<file path="config.mk">
export PLATFORM = sky130hd
export DESIGN_NAME = cv_decim422
export DESIGN_NICKNAME = d
export VERILOG_FILES = /design/src/rtl/cv_decim_pkg.sv /design/src/rtl/cv_decim_phase.sv /design/src/rtl/cv_decim_chroma.sv /design/src/rtl/cv_decim_oreg.sv /design/src/rtl/cv_decim422.sv
export SDC_FILE = /design/constraint.sdc
export NUM_CORES = 1
export LEC_CHECK = 0
export BUFFER_PORTS_ARGS = -buffer_cell sky130_fd_sc_hd__buf_2
export CAP_MARGIN = 15
export CORE_MARGIN = 10
export CORE_UTILIZATION = 30
export CTS_CLUSTER_SIZE = 12
export DETAILED_ROUTE_END_ITERATION = 12
export GPL_TIMING_DRIVEN = 0
export MAX_ROUTING_LAYER = met4
export PLACE_DENSITY = 0.53
export SETUP_SLACK_MARGIN = 0.15
export SLEW_MARGIN = 20
export SYNTH_ARGS = -nofsm -noshare
export SYNTH_HDL_FRONTEND = slang
export SYNTH_SLANG_ARGS = --single-unit
</file>
<file path="constraint.sdc">
create_clock -name clk_i -period 2.2 [get_ports clk_i]
set_clock_uncertainty 0.2 [all_clocks]
set_input_delay 0.22 -clock clk_i [delete_from_list [all_inputs] [get_ports clk_i]]
set_output_delay 0.22 -clock clk_i [all_outputs]
set_load 0.02 [all_outputs]
</file>
<file path="src/rtl/cv_decim_pkg.sv">
package cv_decim_pkg;
  typedef enum logic [1:0] {
    FMT_RGB444 = 2'd0,
    FMT_YC444  = 2'd1,
    FMT_YC422  = 2'd2
  } fmt_e;

  function automatic int unsigned mid_code(int unsigned dw);
    return 32'd1 << (dw - 1);
  endfunction
endpackage

</file>
<file path="src/rtl/cv_decim_phase.sv">
module cv_decim_phase (
  input  logic clk_i,
  input  logic rst_ni,
  input  logic line_start_i,
  input  logic valid_i,
  output logic odd_o
);
  logic odd_q;

  assign odd_o = line_start_i ? 1'b0 : odd_q;

  always_ff @(posedge clk_i or negedge rst_ni) begin
    if (!rst_ni)      odd_q <= 1'b0;
    else if (valid_i) odd_q <= ~odd_o;
    else              odd_q <= odd_o;
  end
endmodule

</file>
<file path="src/rtl/cv_decim_chroma.sv">
module cv_decim_chroma
  import cv_decim_pkg::*;
#(
  parameter int unsigned DW = 10
) (
  input  logic          clk_i,
  input  logic          rst_ni,
  input  fmt_e          fmt_i,
  input  logic          valid_i,
  input  logic          odd_i,
  input  logic [DW-1:0] cb_i,
  input  logic [DW-1:0] cr_i,
  output logic [DW-1:0] blu_nx_o,
  output logic [DW-1:0] red_nx_o
);
  localparam logic [DW-1:0] MID = DW'(mid_code(DW));

  logic [DW-1:0] cr_hold_q;
  logic [DW-1:0] black;

  // Cr of the even pixel waits one pixel for the odd slot
  always_ff @(posedge clk_i or negedge rst_ni) begin
    if (!rst_ni) cr_hold_q <= '0;
    else if (valid_i && !odd_i && fmt_i == FMT_YC422) cr_hold_q <= cr_i;
  end

  assign black = (fmt_i == FMT_RGB444) ? '0 : MID;

  always_comb begin
    unique case (fmt_i)
      FMT_YC422: begin
        blu_nx_o = '0;
        if (!valid_i)   red_nx_o = MID;
        else if (odd_i) red_nx_o = cr_hold_q;
        else            red_nx_o = cb_i;
      end
      default: begin
        blu_nx_o = valid_i ? cb_i : black;
        red_nx_o = valid_i ? cr_i : black;
      end
    endcase
  end
endmodule

</file>
<file path="src/rtl/cv_decim_oreg.sv">
module cv_decim_oreg #(
  parameter int unsigned LANES = 3,
  parameter int unsigned DW    = 10
) (
  input  logic                   clk_i,
  input  logic                   rst_ni,
  input  logic [LANES-1:0][DW-1:0] d_i,
  output logic [LANES-1:0][DW-1:0] q_o
);
  for (genvar l = 0; l < LANES; l++) begin : g_lane
    always_ff @(posedge clk_i or negedge rst_ni) begin
      if (!rst_ni) q_o[l] <= '0;
      else         q_o[l] <= d_i[l];
    end
  end
endmodule

</file>
<file path="src/rtl/cv_decim422.sv">
module cv_decim422
  import cv_decim_pkg::*;
#(
  parameter int unsigned DW = 10
) (
  input  logic          clk_i,
  input  logic          rst_ni,
  input  logic          comp_mode_i,
  input  logic          decim_en_i,
  input  logic          line_start_i,
  input  logic          valid_i,
  input  logic [DW-1:0] grn_i,
  input  logic [DW-1:0] blu_i,
  input  logic [DW-1:0] red_i,
  output logic          valid_o,
  output logic          line_start_o,
  output logic [DW-1:0] grn_o,
  output logic [DW-1:0] blu_o,
  output logic [DW-1:0] red_o
);
  localparam int unsigned NLANE = 3;

  fmt_e          fmt;
  logic          odd;
  logic [DW-1:0] blu_nx;
  logic [DW-1:0] red_nx;
  logic [NLANE-1:0][DW-1:0] lane_d;
  logic [NLANE-1:0][DW-1:0] lane_q;
  logic [1:0]    ctl_q;

  // decimation only meaningful for component input
  assign fmt = !comp_mode_i ? FMT_RGB444 : (decim_en_i ? FMT_YC422 : FMT_YC444);

  cv_decim_phase u_phase (
    .clk_i        (clk_i),
    .rst_ni       (rst_ni),
    .line_start_i (line_start_i),
    .valid_i      (valid_i),
    .odd_o        (odd)
  );

  cv_decim_chroma #(.DW(DW)) u_chroma (
    .clk_i    (clk_i),
    .rst_ni   (rst_ni),
    .fmt_i    (fmt),
    .valid_i  (valid_i),
    .odd_i    (odd),
    .cb_i     (blu_i),
    .cr_i     (red_i),
    .blu_nx_o (blu_nx),
    .red_nx_o (red_nx)
  );

  assign lane_d[0] = valid_i ? grn_i : '0;
  assign lane_d[1] = blu_nx;
  assign lane_d[2] = red_nx;

  cv_decim_oreg #(.LANES(NLANE), .DW(DW)) u_oreg (
    .clk_i  (clk_i),
    .rst_ni (rst_ni),
    .d_i    (lane_d),
    .q_o    (lane_q)
  );

  always_ff @(posedge clk_i or negedge rst_ni) begin
    if (!rst_ni) ctl_q <= '0;
    else         ctl_q <= {line_start_i, valid_i};
  end

  assign grn_o        = lane_q[0];
  assign blu_o        = lane_q[1];
  assign red_o        = lane_q[2];
  assign valid_o      = ctl_q[0];
  assign line_start_o = ctl_q[1];
endmodule

</file>
After elaboration in Yosys (flattened, before gate mapping) --
Index checks and enable logic that the tools add are counted.
Operators by class: equality and inequality tests 1, muxes and demuxes 12, bitwise gates (word level) 1, reductions and logical operators 4
Operator list (number):
- two-way mux 10 bit | 8
- two-way mux 2 bit | 2
- == test 2 bit (second input constant) | 1
- logical AND 1 bit | 2
- zero test 2 bit | 1
- two-way mux 1 bit | 2
- zero test 1 bit | 1
- NOT 1 bit | 1
Word-level totals: bits in registers 43, logic and storage cells 24

Depth between registers and ports, before layout --
depth in word-level cells 6, mapped depth 5

Hierarchy --
From an unflattened synthesis, not the netlist that was laid out.
Unflattened totals: cell total of the unflattened synthesis 109, area total of the unflattened synthesis 1656.6 um^2
Modules (own cells, without submodules):
- cv_decim_oreg | times used 1, cells an instance 30, area each 750.7 um^2
- cv_decim_chroma | times used 1, cells an instance 62, area each 725.7 um^2
- cv_decim422 | times used 1, cells an instance 14, area each 125.1 um^2
- cv_decim_phase | times used 1, cells an instance 3, area each 55.1 um^2

Worst setup path after synthesis --
OpenSTA, ideal clock, no wires.
path kind register to register, start reg u_phase.odd_q, end reg u_chroma.cr_hold_q[0], setup time 0.125 ns, arrival time 1.239 ns, required time 1.875 ns, slack 0.636 ns, stages on the path, launching flop included 6, path buffers 1, period minus slack after synthesis 1.564 ns, cell sequence dfrtp_1 nand2b_1 buf_4 ha_1 nand3_4 mux2_2
On the way: word-level cells in the longest chain between the ends 4
Ends and longest elaborated chain:
- start: declaration | line cv_decim_phase.sv:8 | logic odd_q;
- start signal: assignment | line cv_decim_phase.sv:14 | else if (valid_i) odd_q <= ~odd_o;
- start signal: assignment | line cv_decim_phase.sv:15 | else odd_q <= odd_o;
- two-way mux 1 bit | line cv_decim_phase.sv:10 | assign odd_o = line_start_i ? 1'b0 : odd_q;
- zero test 1 bit | line cv_decim_chroma.sv:24 | else if (valid_i && !odd_i && fmt_i == FMT_YC422) cr_hold_q <= cr_i;
- logical AND 1 bit (2 in series) | line cv_decim_chroma.sv:24
- end signal: assignment | line cv_decim_chroma.sv:24
- end: declaration | line cv_decim_chroma.sv:18 | logic [DW-1:0] cr_hold_q;
No other way between the ends. A chain may end at the register's enable or synchronous reset.

Final worst setup path --
start in valid_i, end reg u_chroma.cr_hold_q[9]
On the way: word-level cells in the longest chain between the ends 2
Ends and longest elaborated chain:
- start: declaration | line cv_decim422.sv:11 | input logic valid_i,
- logical AND 1 bit (2 in series) | line cv_decim_chroma.sv:24
No other way between the ends.

==> impl_metrics.env <==
export IMPL_die_y_um=93.2
export IMPL_crit_family="buffers and inverters"
export IMPL_synth_top_family_by_area="multiplexers"
export IMPL_synth_nets=152
export IMPL_cts_made_buffers=5
export IMPL_max_vdd_ir_drop_v=0.000289
export IMPL_reg2reg_from="u_phase.odd_q"
export IMPL_post_synth_instance_area_um2=1610
export IMPL_insertedDiodeCount=0
export IMPL_postSynthCellCount=115
export IMPL_wire_per_inst_um=14.5
export IMPL_num_nets_final=258
export IMPL_synth_avg_cell_area_um2=14.0
export IMPL_place_hpwl_mm=3.11
export IMPL_pre_cts_ws_ps=382
export IMPL_power_density_nw_per_um2=703
export IMPL_seq_area_um2=1080
export IMPL_arrival_ps=1710
export IMPL_synth_simple_gate_area_share_pct=11.5
export IMPL_critPathSlowestCell="dlygate4sd3_1"
export IMPL_crit_fanout=10
export IMPL_yosys_area_share_xor_xnor_pct=0
export IMPL_postCtsSetupRepairBufs=0
export IMPL_synth_mux_area_share_pct=13.9
export IMPL_grt_total_usage_pct=10.9
export IMPL_worst_pin_slew_ps=918
export IMPL_grt_max_degree=44
export IMPL_reg2reg_depth=5
export IMPL_drive_gt1_share_pct=40.3
export IMPL_gp_congestion=0.746
export IMPL_crit_chain="dlygate4sd3_1 > buf_2 > ha_1 > nand3_4 > mux2_2"
export IMPL_grt_pass1_vias=1435
export IMPL_critPathCaptureType="flip-flop"
export IMPL_report_final_slew_viol_count=0
export IMPL_cts_root_buf="clkbuf_8"
export IMPL_clk_path_buf_depth=2
export IMPL_synth_seq_cells=43
export IMPL_io_pins=68
export IMPL_final_setup_tns_ps=0
export IMPL_startpoint="valid_i"
export IMPL_synth_fa_ha_area_share_pct=0.779
export IMPL_grt_ovfl_total=0
export IMPL_setup_viol=0
export IMPL_antenna_found_initial=0
export IMPL_worst_path_buf_inv=2
export IMPL_reg2reg_slack_ps=480
export IMPL_cts_tree="built"
export IMPL_cp_depth=5
export IMPL_area_delta_synth_final_pct=51.7
export IMPL_synth_compound_area_share_pct=5.14
export IMPL_cpPeakStageDelay_ps=540
export IMPL_first_iter_violations=19
export IMPL_drt_pre_antenna_iters=3
export IMPL_drt_wl_total_mm=4.21
export IMPL_ant_nets=0
export IMPL_holdCritStartpoint="decim_en_i"
export IMPL_start_util_pct=31.3
export IMPL_vias=1214
export IMPL_yosysWarnings=0
export IMPL_insertion_delay_ps=290
export IMPL_fill_cells=497
export IMPL_drcViolationCount=0
export IMPL_fin_ws_ps=464
export IMPL_clkTransAtPathRegs_ps=70
export IMPL_num_rows=26
export IMPL_die_area_um2=8680
export IMPL_max_slew_margin_pct=38.8
export IMPL_max_freq_mhz=576
export IMPL_critPathLaunchType="input port"
export IMPL_yosysSeqAreaShare_pct=67.0
export IMPL_period_share_pct=78.9
export IMPL_criticalPathCategory="input port to flip-flop"
export IMPL_htree_levels=2
export IMPL_clock_sinks=43
export IMPL_drv_cap=0
export IMPL_hold_viol_final=0
export IMPL_io_buffer_count=67
export IMPL_min_period_ps=1740
export IMPL_multiInputGateArea_um2=504
export IMPL_core_area_um2=5140
export IMPL_synth_cell_type_count=16
export IMPL_reg2reg_to="u_chroma.cr_hold_q[9]"
export IMPL_cp_required_ps=2170
export IMPL_rsz0062_at_grt="false"
export IMPL_worstHoldPathType="input port to flip-flop"
export IMPL_status="complete, no violations"
export IMPL_grt_pass1_wl_mm=7.16
export IMPL_die_w_um=93.2
export IMPL_p_leak_uw=0.00127
export IMPL_viasPerCell=4.17
export IMPL_worstSetupEndpoint="u_chroma.cr_hold_q[9]"
[layout by cell type, fill, tap and decap left out, types with 2 or more instances in the layout]
| cell type | synthesis | layout |
|---|---|---|
| buf_2 | 0 | 67 |
| inv_1 | 2 | 2 |
| and2_1 | 19 | 19 |
| dfrtp_1 | 43 | 43 |
| o21ai_0 | 10 | 10 |
| mux2i_1 | 10 | 10 |
| clkbuf_8 | 0 | 6 |
| buf_4 | 2 | 2 |
| dlygate4sd3_1 | 0 | 32 |
| mux2_2 | 11 | 11 |
| nand2_1 | 10 | 10 |
[power breakdown]
group	switching (µW)	internal [µW]	total, µW
registers	29.3	871	900
logic	156	161	316
clock network	250	246	496
total	435	1280	1710
[cell usage after synthesis]
| master | instances | area, µm² |
|---|---|---|
| dfrtp_1 | 43 | 1080 |
| o21ai_0 | 10 | 50.1 |
| mux2i_1 | 10 | 100 |
| a21oi_1 | 1 | 5.00 |
| inv_1 | 2 | 7.51 |
| a21boi_4 | 1 | 18.8 |
| nand3_4 | 1 | 17.5 |
| a2bb2oi_1 | 1 | 8.76 |
| nand2b_1 | 1 | 6.26 |
| and2_1 | 19 | 119 |
| clkbuf_1 | 1 | 3.75 |
| ha_1 | 1 | 12.5 |
| nand2_1 | 10 | 37.5 |
| nand3_1 | 1 | 5.00 |
| buf_4 | 2 | 15.0 |
| mux2_2 | 11 | 124 |
[per-stage QoR]
step	instance area [µm²]	util, %	hold slack [ps]	std cells	power (µW)
after floorplan	1610	-	-276	115	1070
after global placement	2030	39.5	147	252	1180
after detailed placement	2030	39.5	149	252	1200
after CTS	2440	47.4	17.0	291	1740
after global routing	2440	47.4	24.3	291	1810
final	2440	47.4	24.3	291	1710
[area by class of cell]
cell class | instances | area share, %
flip-flops and latches | 43 | 44.1
repair buffers | 99 | 26.9
multi-input cells | 67 | 20.7
well taps | 70 | 3.59
clock buffers | 6 | 3.39
plain buffers | 3 | 0.770
inverters | 2 | 0.308
clock inverters | 1 | 0.205
[registers in the layout, indices dropped and copies added, names as in the netlist]
name	flops
u_oreg.q_o	30
u_phase.odd_q	1
u_chroma.cr_hold_q	10
ctl_q	2
[cell families after synthesis]
kind of cell | after synthesis
multiplexers | 21
buffers and inverters | 5
AO/OA/AOI/OAI | 13
AND/OR/NAND/NOR | 32
adder cells (fa/ha/maj) | 1
flip-flops | 43
[repair_timing]
item	4_1_cts	5_1_grt
resized for setup	0	0
hold buffers	32	0
hold endpoints to repair	84	0
[worst min path at each step]
stage | end | slack, ps | depth (start not counted)
after floorplan | ctl_q[0] | -280 | 0
after global placement | ctl_q[1] | 150 | 1
after detailed placement | ctl_q[1] | 150 | 1
after CTS | u_oreg.q_o[19] | 20 | 2
after global routing | u_oreg.q_o[19] | 20 | 2
final | u_oreg.q_o[19] | 20 | 2
[per-layer routing]
layer	part of all wire [%]	routed length (µm)	vias up	track usage, %
met5	0	0	-	-
met4	1.7	72	0	5.01
met3	4.2	176	5	2.80
met2	57	2400	29	19.5
met1	37	1560	586	10.8
li1	-	-	594	-
Note: power is estimated with default switching activity, not from simulation.
